[src/rtl/fop_pkg.sv]
// Shared types for the flag offset programming controller.
// Assumes nothing beyond the tool supporting packed enums.
package fop_pkg;

    // Loading method chosen at reset release
    typedef enum logic [1:0] {
        PM_PRESET   = 2'd0,
        PM_PARALLEL = 2'd1,
        PM_SERIAL   = 2'd2,
        PM_RESERVED = 2'd3
    } prog_mode_e;

endpackage

[src/rtl/fop_mode_decode.sv]
// Decodes the three mode pins into a loading method and a preset value.
// Assumes the pins are stable around the clock edges sampled during reset.
module fop_mode_decode
    import fop_pkg::*;
#(
    parameter int OFS_W   = 9,
    parameter int DEF_HI  = 64,
    parameter int DEF_MID = 16,
    parameter int DEF_LO  = 8
) (
    input  logic             pin_mode,
    input  logic             pin_a,
    input  logic             pin_b,
    output prog_mode_e       mode,
    output logic [OFS_W-1:0] def_ofs
);

    localparam logic [OFS_W-1:0] V_HI  = OFS_W'(DEF_HI);
    localparam logic [OFS_W-1:0] V_MID = OFS_W'(DEF_MID);
    localparam logic [OFS_W-1:0] V_LO  = OFS_W'(DEF_LO);

    // Map each pin pattern to a method; reserved patterns fall back to the low preset
    always_comb begin
        mode    = PM_RESERVED;
        def_ofs = V_LO;
        unique case ({pin_mode, pin_a, pin_b})
            3'b111: begin mode = PM_PRESET;   def_ofs = V_HI;  end
            3'b110: begin mode = PM_PRESET;   def_ofs = V_MID; end
            3'b101: begin mode = PM_PRESET;   def_ofs = V_LO;  end
            3'b100: begin mode = PM_PARALLEL; def_ofs = V_LO;  end
            3'b010: begin mode = PM_SERIAL;   def_ofs = V_LO;  end
            default: begin mode = PM_RESERVED; def_ofs = V_LO; end
        endcase
    end

endmodule

[src/rtl/fop_loader.sv]
// Captures the mode during reset, then loads Y and X by the chosen method.
// Assumes a synchronous active-low reset; offsets are frozen once done is set.
module fop_loader
    import fop_pkg::*;
#(
    parameter int OFS_W = 9
) (
    input  logic             clk,
    input  logic             rst_n,
    input  prog_mode_e       mode_in,
    input  logic [OFS_W-1:0] def_in,
    input  logic             ser_en_n,
    input  logic             ser_dat,
    input  logic             wr_en,
    input  logic [OFS_W-1:0] wr_bits,
    output prog_mode_e       mode_q,
    output logic             done_q,
    output logic             err_q,
    output logic [OFS_W-1:0] ae_q,
    output logic [OFS_W-1:0] af_q
);

    localparam int SER_BITS = 2 * OFS_W;
    localparam int CNT_W    = $clog2(SER_BITS);
    localparam int SR_W     = SER_BITS - 1;
    localparam logic [CNT_W-1:0] LAST_BIT = CNT_W'(SER_BITS - 1);

    logic [OFS_W-1:0] def_q;
    logic             par_second;
    logic [CNT_W-1:0] bit_cnt;
    logic [SR_W-1:0]  sreg;

    // Sample mode during reset; afterwards load offsets once by the chosen method
    always_ff @(posedge clk) begin
        if (!rst_n) begin
            mode_q     <= mode_in;
            def_q      <= def_in;
            done_q     <= 1'b0;
            err_q      <= 1'b0;
            par_second <= 1'b0;
            bit_cnt    <= '0;
            sreg       <= '0;
            ae_q       <= '0;
            af_q       <= '0;
        end else if (!done_q) begin
            unique case (mode_q)
                PM_PRESET: begin
                    ae_q   <= def_q;
                    af_q   <= def_q;
                    done_q <= 1'b1;
                end
                PM_RESERVED: begin
                    ae_q   <= def_q;
                    af_q   <= def_q;
                    err_q  <= 1'b1;
                    done_q <= 1'b1;
                end
                PM_PARALLEL: begin
                    if (wr_en) begin
                        if (!par_second) begin
                            af_q       <= wr_bits;
                            par_second <= 1'b1;
                        end else begin
                            ae_q   <= wr_bits;
                            done_q <= 1'b1;
                        end
                    end
                end
                PM_SERIAL: begin
                    if (!ser_en_n) begin
                        sreg    <= {sreg[SR_W-2:0], ser_dat};
                        bit_cnt <= bit_cnt + CNT_W'(1);
                        if (bit_cnt == LAST_BIT) begin
                            af_q   <= sreg[SR_W-1:OFS_W-1];
                            ae_q   <= {sreg[OFS_W-2:0], ser_dat};
                            done_q <= 1'b1;
                        end
                    end
                end
                default: ;
            endcase
        end
    end

endmodule

[src/rtl/fop_flags.sv]
// Compares the FIFO occupancy with the two offsets to form the early flags.
// Assumes occupancy never exceeds DEPTH; flags are held low until enabled.
module fop_flags #(
    parameter int DEPTH = 512,
    parameter int OFS_W = 9,
    parameter int OCC_W = 10
) (
    input  logic             enable,
    input  logic [OCC_W-1:0] occupancy,
    input  logic [OFS_W-1:0] ofs_ae,
    input  logic [OFS_W-1:0] ofs_af,
    output logic             almost_empty,
    output logic             almost_full
);

    localparam logic [OCC_W:0] DEPTH_V = (OCC_W + 1)'(DEPTH);

    logic [OCC_W:0] occ_plus_y;

    // occupancy >= DEPTH - Y rewritten as occupancy + Y >= DEPTH to avoid a borrow
    always_comb begin
        occ_plus_y   = {1'b0, occupancy} + (OCC_W + 1)'(ofs_af);
        almost_empty = enable && (occupancy <= OCC_W'(ofs_ae));
        almost_full  = enable && (occ_plus_y >= DEPTH_V);
    end

endmodule

[src/rtl/fifo_offset_prog.sv]
// Top of the flag offset programming controller for a DEPTH-word FIFO.
// Assumes one write clock; the FIFO RAM and pointers live outside this block.
module fifo_offset_prog
    import fop_pkg::*;
#(
    parameter int DEPTH   = 512,
    parameter int DEF_HI  = 64,
    parameter int DEF_MID = 16,
    parameter int DEF_LO  = 8,
    parameter int OFS_W   = $clog2(DEPTH),
    parameter int OCC_W   = $clog2(DEPTH) + 1
) (
    input  logic             clk,
    input  logic             rst_n,
    input  logic             cfg_mode,
    input  logic             cfg_a_en,
    input  logic             cfg_b_dat,
    input  logic             wr_en,
    input  logic [OFS_W-1:0] wr_ofs_bits,
    input  logic [OCC_W-1:0] occupancy,
    output logic [OFS_W-1:0] ofs_ae,
    output logic [OFS_W-1:0] ofs_af,
    output logic             prog_done,
    output logic             mode_err,
    output logic             wr_divert,
    output logic             ram_wr_en,
    output logic             almost_empty,
    output logic             almost_full
);

    prog_mode_e       dec_mode;
    prog_mode_e       cur_mode;
    logic [OFS_W-1:0] dec_def;

    fop_mode_decode #(
        .OFS_W(OFS_W), .DEF_HI(DEF_HI), .DEF_MID(DEF_MID), .DEF_LO(DEF_LO)
    ) u_dec (
        .pin_mode(cfg_mode),
        .pin_a   (cfg_a_en),
        .pin_b   (cfg_b_dat),
        .mode    (dec_mode),
        .def_ofs (dec_def)
    );

    fop_loader #(.OFS_W(OFS_W)) u_load (
        .clk     (clk),
        .rst_n   (rst_n),
        .mode_in (dec_mode),
        .def_in  (dec_def),
        .ser_en_n(cfg_a_en),
        .ser_dat (cfg_b_dat),
        .wr_en   (wr_en),
        .wr_bits (wr_ofs_bits),
        .mode_q  (cur_mode),
        .done_q  (prog_done),
        .err_q   (mode_err),
        .ae_q    (ofs_ae),
        .af_q    (ofs_af)
    );

    fop_flags #(.DEPTH(DEPTH), .OFS_W(OFS_W), .OCC_W(OCC_W)) u_flags (
        .enable      (prog_done),
        .occupancy   (occupancy),
        .ofs_ae      (ofs_ae),
        .ofs_af      (ofs_af),
        .almost_empty(almost_empty),
        .almost_full (almost_full)
    );

    // Steer writes: offset writes are diverted, data writes wait for done
    always_comb begin
        wr_divert = rst_n && wr_en && !prog_done && (cur_mode == PM_PARALLEL);
        ram_wr_en = rst_n && wr_en && prog_done;
    end

endmodule

[config.mk]
export PLATFORM = sky130hd
export DESIGN_NAME = fifo_offset_prog
export DESIGN_NICKNAME = d
export VERILOG_FILES = /design/src/rtl/fop_pkg.sv /design/src/rtl/fop_mode_decode.sv /design/src/rtl/fop_loader.sv /design/src/rtl/fop_flags.sv /design/src/rtl/fifo_offset_prog.sv
export SDC_FILE = /design/constraint.sdc
export NUM_CORES = 1
export LEC_CHECK = 0
export BUFFER_PORTS_ARGS = -buffer_cell sky130_fd_sc_hd__buf_2
export CAP_MARGIN = 5
export CORE_AREA = 2 2 106 108
export CTS_BUF_LIST = sky130_fd_sc_hd__clkbuf_8 sky130_fd_sc_hd__clkbuf_16
export DETAILED_ROUTE_END_ITERATION = 8
export DIE_AREA = 0 0 108 110
export SLEW_MARGIN = 15
export SYNTH_ARGS = -nofsm -noshare
export SYNTH_HDL_FRONTEND = slang
export SYNTH_SLANG_ARGS = --single-unit
[constraint.sdc]
create_clock -name clk -period 2.94 [get_ports clk]
set_input_delay 0.294 -clock clk [delete_from_list [all_inputs] [get_ports clk]]
set_output_delay 0.294 -clock clk [all_outputs]
set_load 0.03 [all_outputs]
==> metrics, run 1 <==
Final Non-Filler Cells=489; nets@finish=397; Initial Util=0.2454; Yosys reg bits=48; critical path class=reg2out; min cycle time layout=2329 ps; H-tree lvl count=2; global-route wire length before repair=10,260 microns; 1st-iter DRT viols=117; r2r setup slk=780 ps; Max stage delay on crit path=380 ps; Clock Tree Root=clkbuf_8; Clk pwr share=0.273; post-CTS sizing=0; Via density=4.448; highest clock rate=429.5 MHz; RSZ-0062 raised after global routing=no; die height=110 microns; Psw=0.0004434 W; top-area cell type share of the netlist area=0.3279; Final Hold Vio Count=0; skew final=6.765 ps; Initial DRT Pass Iterations=4; Inst Count DP=481; Fin Setup TNS=0 ps; Top delay family on crit path=compound AO/OA/AOI/OAI gates; vias=2,175; Reg clk slew, reported paths=90 ps; Port Buffer Count=48; Max clock buf depth=2; Post-synth ARST share=0; Synth area leaders=dfxtp_1 33%, nand2_1 12%, ha_1 11%; row count=38; leading area contributor after synthesis=dfxtp_1; post-layout util=0.2878; largest net degree at the start of global routing=30; # setup viols final=0; most used standard cell by instance count after synthesis=nand2_1; CTS tree=done; average size of a mapped cell=8.663 sq um; initial antenna violation count=0; CORE AREA=0.01070 sq mm; area grow syn2layout=17.30%; Crit path arrival time=2030 ps; drc violations=0; Post-synth top cells=82 x nand2_1, 43 x dfxtp_1, 28 x a21oi_1; Post-CTS Hold Fix Bufs=0; Req. time, crit path=2650 ps; YS warnings=0; CP Max Fanout=3; Slew headroom=0.3654; Final Cell Area=0.003079 sq mm; GRT Overall Usage=0.1100; Post-CTS Setup Bufs=0; GR Overflow Total=0; DIE WIDTH=108 microns; Syn Inst Count=303; Clock Latency Late Sink=300 ps; Synth Flop Type=dfxtp_1; I/O pins=49; hpwl dp=5064 microns; number of global-route vias before repair=2,090; share of layout cells above drive strength 1=0.2006; PD cells=459.4 mW/mm^2; post-placement cell area=0.002992 sq mm; Post-Route WL=6268 microns; HP Class=in2reg; status=finished clean; post-synthesis cell type count=41; Internal=0.0009712 W; Net Sw Frac=0.3135; Worst IR Drop VDD=0.1561 mV; Die ar.=0.01188 sq mm; fin crit share=0.7920; Synth Cell Area=0.002625 sq mm; Reg power frac=0.507; TritonCTS buffer count=5; Pleak=1.301 nW; Detail Route Antenna Nets=0; max-cap violation count=0; sequential share of the synthesized area=0.3851; crit path max-delay cell type=dfxtp_1; Mapped Nets=352; routability cong.=0.7888; Worst setup SP type=flop; CP endpoint kind=output port; Hold WS=260.1 ps; number of synthesized flops with an enable pin=5; WL per Instance=12.82 microns; Worst Path Buf+Inv=2; measured slew at the worst slew-check pin=950.2 ps; Sink Count=48; combinational power share=0.221; Slew Viols, Final=0; ant diodes=0; CP Cell Sequence=inv_1 > ha_1 > a21o_1 > a2111oi_4 > nand2_1 > o21ai_1 > buf_2
==> area by class of cell <==
type / count / area (sq um)
fillers: 1130 / 7619
multi-input cells: 224 / 1468
flip-flops and latches: 48 / 1011
repair buffers: 53 / 277.8
well taps: 140 / 175.2
clock buffers: 5 / 68.82
inverters: 16 / 60.06
clock inverters: 3 / 18.77
==> layer usage <==
metal  GRT usage  routed length [microns]  up-vias
met3     0.02528                      251        5
met1      0.1376                     2924     1001
li1            -                        -     1131
met4     0.02473                       58        0
met2      0.1932                     3033       38
met5           0                        0        -
==> state kept, by name, indices dropped and copies added (netlist names) <==
register / flops
u_load.err_q: 1
u_load.def_q: 3
u_load.done_q: 1
u_load.sreg: 17
u_load.bit_cnt: 5
u_load.ae_q: 9
u_load.af_q: 9
u_load.par_second: 1
u_load.mode_q: 2
==> power by group through the flow <==
stage | Combinational (W) | Clock [W] | Sequential, W
after floorplan | 0.000198 | 0 | 0.000762
after global placement | 0.000309 | 0 | 0.000732
after detailed placement | 0.000315 | 0 | 0.000733
after CTS | 0.000316 | 0.000397 | 0.000718
after global routing | 0.000349 | 0.000423 | 0.000722
final | 0.000312 | 0.000386 | 0.000716
==> cell usage in the layout (no fill, tap or decap), types with 4 or more instances in the layout <==
master    count
buf_4         5
clkbuf_8      5
a22o_1       12
buf_2        48
nand2_1      82
nand2b_1      4
ha_1         23
dfxtp_1      43
a21oi_1      28
edfxtp_1      5
nand3_1      11
mux2i_1      19
nor2_1        9
inv_1        14
==> metrics by stage <==
step | setup WS, ps | power (W)
after global placement | 877.2 | 0.001041
after detailed placement | 809.6 | 0.001048
after floorplan | 666.6 | 0.0009596
final | 611.5 | 0.001415
after global routing | 449.7 | 0.001494
after CTS | 582.8 | 0.001431
==> worst register-to-register path, stage by stage (launching register included) <==
cell      delay [ps]
edfxtp_1         380
inv_1             60
ha_1             180
buf_4            200
a21boi_1         170
a211oi_2         810
mux2i_1          290
==> cells by family after synthesis <==
kind of cell,count (synthesis),synth area share
flops,48,0.3851
fa+ha+maj,24,0.1173
buf+inv,31,0.05576
xor+xnor,4,0.01335
compound gates,57,0.1540
mux,19,0.07245
simple gates,120,0.2021
==> final timing paths <==
path	end	cells after the start	start
min reg2reg	u_load.sreg[14]	2	u_load.sreg[13]
max	almost_empty	7	u_load.ae_q[7]
max reg2reg	u_load.ae_q[1]	6	u_load.mode_q[0]
min	u_load.mode_q[1]	2	cfg_mode
(Power assumes the default switching activity.)
==> run 2, diff against run 1 <==
ABC_AREA = 1   (was not set)
CORE_AREA = 2 2 108 110   (was 2 2 106 108)
DIE_AREA = 0 0 110 112   (was 0 0 108 110)
clock period = 2.4 ns   (was 2.94 ns; I/O delays follow)
==> run 2 against run 1 <==
Against the previous run:
- hold slack better by 2.3 ps
- worst setup slack worse by 340 ps
- non-clock buffer count is 2 lower
- first-iteration DRC count is 6.8% higher
- critical path type unchanged
- largest power group unchanged
==> metrics, run 2 <==
status=finished clean; Synth Cell Area=0.002736 sq mm; Detail Route Antenna Nets=0; critical path class=reg2out; Slew Viols, Final=0; global-route wire length before repair=11,390 microns; Max clock buf depth=2; Worst setup SP type=flop; area grow syn2layout=16.78%; I/O pins=49; nets@finish=471; Initial DRT Pass Iterations=4; min cycle time layout=2129 ps; Synth area leaders=dfxtp_1 31%, ha_1 11%, nand2_1 10%; Clock Latency Late Sink=280 ps; # setup viols final=0; HP Class=in2reg; Clk pwr share=0.330; Post-synth top cells=74 x nand2_1, 64 x nor2_1, 43 x dfxtp_1; Syn Inst Count=382; ant diodes=0; PD cells=625.3 mW/mm^2; share of layout cells above drive strength 1=0.1635; CTS tree=done; register with the most flip-flops=u_load.sreg; Worst Path Buf+Inv=3; post-CTS sizing=0; Initial Util=0.2449; Net Sw Frac=0.3122; Internal=0.001374 W; Clock Tree Root=clkbuf_16; commonest non-fill, non-tap cells in the layout=74 x nand2_1, 64 x nor2_1, 48 x buf_2, 43 x dfxtp_1, 40 x inv_1; Req. time, crit path=2160 ps; highest clock rate=469.7 MHz; Sink Count=48; Psw=0.0006237 W; H-tree lvl count=2; Reg power frac=0.449; Die ar.=0.01232 sq mm; sequential share of the synthesized area=0.3695; number of synthesized flops with an enable pin=5; Fin Setup TNS=0 ps; combinational power share=0.220; Synth Flop Type=dfxtp_1; Hold WS=262.5 ps; most used standard cell by instance count after synthesis=nand2_1; Post-CTS Hold Fix Bufs=0; fin crit share=0.8872; row count=39; Final Cell Area=0.003196 sq mm; Post-CTS Setup Bufs=0; Mapped Nets=431; GRT Overall Usage=0.1167; crit path max-delay cell type=dfxtp_1; YS warnings=0; Max stage delay on crit path=360 ps; post-placement cell area=0.003062 sq mm; vias=2,514; Via density=4.450; 1st-iter DRT viols=125; Tot Pwr=0.001998 W; Worst IR Drop VDD=0.3003 mV; initial antenna violation count=0; Port Buffer Count=48; Crit path arrival time=1890 ps; Reg clk slew, reported paths=60 ps; commonest non-fill, non-tap cell in the layout=nand2_1; max-cap violation count=0; CP endpoint kind=output port; number of global-route vias before repair=2,355; CP Max Fanout=3; GR Overflow Total=0; drc violations=0; Top delay family on crit path=simple AND/OR/NAND/NOR gates; Worst path most repeated cell=inv_1; average size of a mapped cell=7.163 sq um; Post-Route WL=7087 microns; top-area cell type share of the netlist area=0.3146; post-synthesis cell type count=30; DIE WIDTH=110 microns; max reg flops=17; CORE AREA=0.01117 sq mm; CP Cell Sequence=inv_1 > ha_1 > inv_1 > nor3_1 > nand4_1 > a21oi_1 > buf_2; die height=112 microns; WL per Instance=12.54 microns; Yosys reg bits=48; TritonCTS buffer count=5; measured slew at the worst slew-check pin=630.6 ps; hpwl dp=5427 microns; Pleak=1.419 nW; routability cong.=0.7900; Slew headroom=0.5792; Post-synth ARST share=0; largest registers=u_load.sreg x17, u_load.ae_q x9, u_load.af_q x9; skew final=4.336 ps; Final Hold Vio Count=0; leading area contributor after synthesis=dfxtp_1; largest net degree at the start of global routing=29; RSZ-0062 raised after global routing=no
-- run 2: changes by cell type in the layout (fill, tap and decap cells not counted), sizes merged, moves of 4 or more --
cell / change
nand4: +13
inv: +28
a22o: -12
a21oi: +7
nor2: +55
nand2: -5
mux2i: -19
a211oi: -5
nand2b: -4
o21ai: +31
-- run 2: path summary, 6_finish.rpt --
kind | from | to | slack [ps] | cells past startpoint
setup / recovery | u_load.ae_q[8] | almost_empty | 270 | 7
hold / removal | cfg_mode | u_load.mode_q[1] | 260 | 2
setup reg to reg | u_load.mode_q[1] | u_load.ae_q[4] | 550 | 8
hold reg to reg | u_load.err_q | u_load.err_q | 460 | 2
-- run 2: kinds of logic (layout without fill, tap and decap cells) --
logic type,after synthesis,count (layout),synth area share
and+or+nand+nor,173,173,0.2675
AOI/OAI and AO/OA,74,74,0.1445
buffers and inverters,62,102,0.1029
DFF,48,48,0.3695
adders and majority gates,24,24,0.1125
xor gates and xnor gates,1,1,0.003201
-- run 2: per-layer routing --
metal	share of wire	wire length [microns]	up-vias	global-route usage
li1	-	-	1318	-
met1	0.46	3230	1138	0.1530
met2	0.48	3420	53	0.1926
met3	0.052	368	5	0.02693
met4	0.0096	68	0	0.02785
met5	0	0	-	0
-- run 2: layout make-up --
type / count / area, sq um
timing repair buffer: 51 / 262.8
tap: 143 / 178.9
inverter: 44 / 165.2
sequential: 48 / 1011
clock inverter: 2 / 8.758
fill: 1233 / 7979
multi-input combinational: 272 / 1444
clock buffer: 5 / 125.1
-- run 2: power groups by stage --
stage / combinational, W / sequential [W] / clock [W]
2_1_floorplan: 0.000288 / 0.000956 / 0
3_3_place_gp: 0.000433 / 0.000915 / 0
3_5_place_dp: 0.000441 / 0.000916 / 0
4_1_cts: 0.000443 / 0.000898 / 0.000673
5_1_grt: 0.000500 / 0.000905 / 0.000710
6_report: 0.000440 / 0.000898 / 0.000660
-- run 2: per-stage QoR --
stage               setup WS [ps]  cells  utilization
finish                      270.8    565       0.2860
global route                109.8    565       0.2860
detailed placement          528.0    558       0.2740
CTS                         216.0    565       0.2860
global placement            605.3    558       0.2740
floorplan                   391.8    382            -
==> run 3, diff against run 2 <==
CORE_AREA = 2 2 74 76   (was 2 2 108 110)
DIE_AREA = 0 0 76 78   (was 0 0 110 112)
PLACE_DENSITY = 0.77   (was not set)
==> run 3 against run 2 <==
Against the previous run:
- final cell count shrank 13%
- first-iteration DRC count shrank 8.0%
- register-to-register slack gained 80 ps
- hold slack lost 25 ps
- via count shrank 0.24%
- wire length shrank 14%
- worst setup slack gained 1.2 ps
- critical path type unchanged
- largest power group unchanged
==> metrics, run 3 (synthesis gave the netlist of run 2 again) <==
status=finished clean; min cycle time layout=2128 ps; Clk pwr share=0.255; Final Cell Area=0.003059 sq mm; largest net degree at the start of global routing=28; Internal=0.001196 W; post-CTS sizing=0; drc violations=0; max reg flops=17; row count=26; commonest non-fill, non-tap cell in the layout=nand2_1; critical path class=reg2out; Port Buffer Count=48; Initial DRT Pass Iterations=4; post-placement cell area=0.002978 sq mm; I/O pins=49; vias=2,508; combinational power share=0.241; crit path launch=u_load.ae_q[7]; max-cap violation count=0; Via density=5.077; Final Hold Vio Count=0; CP Cell Sequence=inv_1 > ha_1 > nand2_1 > nor3_1 > nand4_1 > a21oi_1 > buf_2; share of layout cells above drive strength 1=0.1651; GR Overflow Total=0; CTS tree=done; initial antenna violation count=0; TritonCTS buffer count=5; DIE WIDTH=76 microns; Worst IR Drop VDD=0.4336 mV; commonest non-fill, non-tap cells in the layout=74 x nand2_1, 64 x nor2_1, 48 x buf_2, 43 x dfxtp_1, 41 x inv_1; Reg clk slew, reported paths=90 ps; WL per Instance=12.36 microns; highest clock rate=469.9 MHz; Inst Count DP=486; Worst setup SP type=flop; Pleak=1.403 nW; HP Class=in2reg; register with the most flip-flops=u_load.sreg; final worst slack=272.0 ps; Net Sw Frac=0.3284; global-route wire length before repair=10,440 microns; 1st-iter DRT viols=115; largest registers=u_load.sreg x17, u_load.ae_q x9, u_load.af_q x9; Fin Setup TNS=0 ps; Sink Count=48; RSZ-0062 raised after global routing=no; measured slew at the worst slew-check pin=584.0 ps; CP endpoint kind=output port; Post-Route WL=6106 microns; Reg power frac=0.504; number of global-route vias before repair=2,362; # setup viols final=0; crit path to=almost_empty; PD cells=581.9 mW/mm^2; nets@finish=472; Max stage delay on crit path=390 ps; Slew headroom=0.6102; R2R Path Start=u_load.mode_q[1]; Req. time, crit path=2160 ps; routability cong.=0.8170; r2r worst-path depth=8; GRT Overall Usage=0.2159; fin crit share=0.8867; hpwl dp=4691 microns; CP Max Fanout=3; Final Non-Filler Cells=494; Slew Viols, Final=0; Psw=0.0005846 W; Initial Util=0.5427; CORE AREA=0.005042 sq mm; crit path max-delay cell type=dfxtp_1; die height=78 microns; Die ar.=0.005928 sq mm; H-tree lvl count=2; Post-CTS Hold Fix Bufs=0; Tot Pwr=0.001780 W; ant diodes=0; Crit path arrival time=1890 ps; Max clock buf depth=2; Clock Tree Root=clkbuf_8; Detail Route Antenna Nets=0; Post-CTS Setup Bufs=0; r2r setup slk=630 ps; area grow syn2layout=11.80%; Clock Latency Late Sink=300 ps; RR Endpoint=u_load.ae_q[3]; skew final=6.862 ps; Place WS=619.4 ps
[run 3: cell type report]
class / count / area, sq um
fillers: 466 / 1983
multi-input cells: 272 / 1444
flip-flops and latches: 48 / 1011
repair buffers: 52 / 270.3
inverters: 44 / 165.2
well taps: 70 / 87.58
clock buffers: 5 / 68.82
clock inverters: 3 / 12.51
[run 3: per-layer routing]
layer | part of all wire | global-route usage | up-vias
li1 | - | - | 1321
met1 | 0.47 | 0.2794 | 1129
met2 | 0.48 | 0.3777 | 53
met3 | 0.045 | 0.03837 | 5
met4 | 0.0079 | 0.04909 | 0
met5 | 0 | 0 | -
[run 3: worst max-delay path: cells and delay by family (launching register included)]
family,cells,cell delay (ps)
AND/OR/NAND/NOR,3,460
flip-flops,1,390
adder cells (fa/ha/maj),1,280
buffers and inverters,2,270
AO/OA/AOI/OAI,1,170
[run 3: power groups by stage]
stage	combinational, W	clock (W)	sequential [W]
after global routing	0.000485	0.000495	0.000904
after global placement	0.000420	0	0.000914
after detailed placement	0.000428	0	0.000916
after floorplan	0.000288	0	0.000956
after CTS	0.000431	0.000463	0.000897
final	0.000429	0.000454	0.000897
[run 3: worst min-delay path by stage]
| stage | cells past startpoint | end | start | slack, ps |
|---|---|---|---|---|
| after floorplan | 2 | u_load.sreg[0] | cfg_b_dat | 390 |
| after global placement | 2 | u_load.err_q | u_load.err_q | 450 |
| after detailed placement | 2 | u_load.err_q | u_load.err_q | 470 |
| after CTS | 2 | u_load.mode_q[1] | cfg_mode | 230 |
| after global routing | 3 | u_load.sreg[0] | cfg_b_dat | 250 |
| final | 2 | u_load.mode_q[1] | cfg_mode | 240 |
[run 3: per-stage QoR]
| step | utilization | hold slack (ps) |
|---|---|---|
| 2_1_floorplan | - | 387.3 |
| 3_3_place_gp | 0.5906 | 451.6 |
| 3_5_place_dp | 0.5906 | 472.4 |
| 4_1_cts | 0.6067 | 233.5 |
| 5_1_grt | 0.6067 | 248.8 |
| 6_report | 0.6067 | 237.7 |
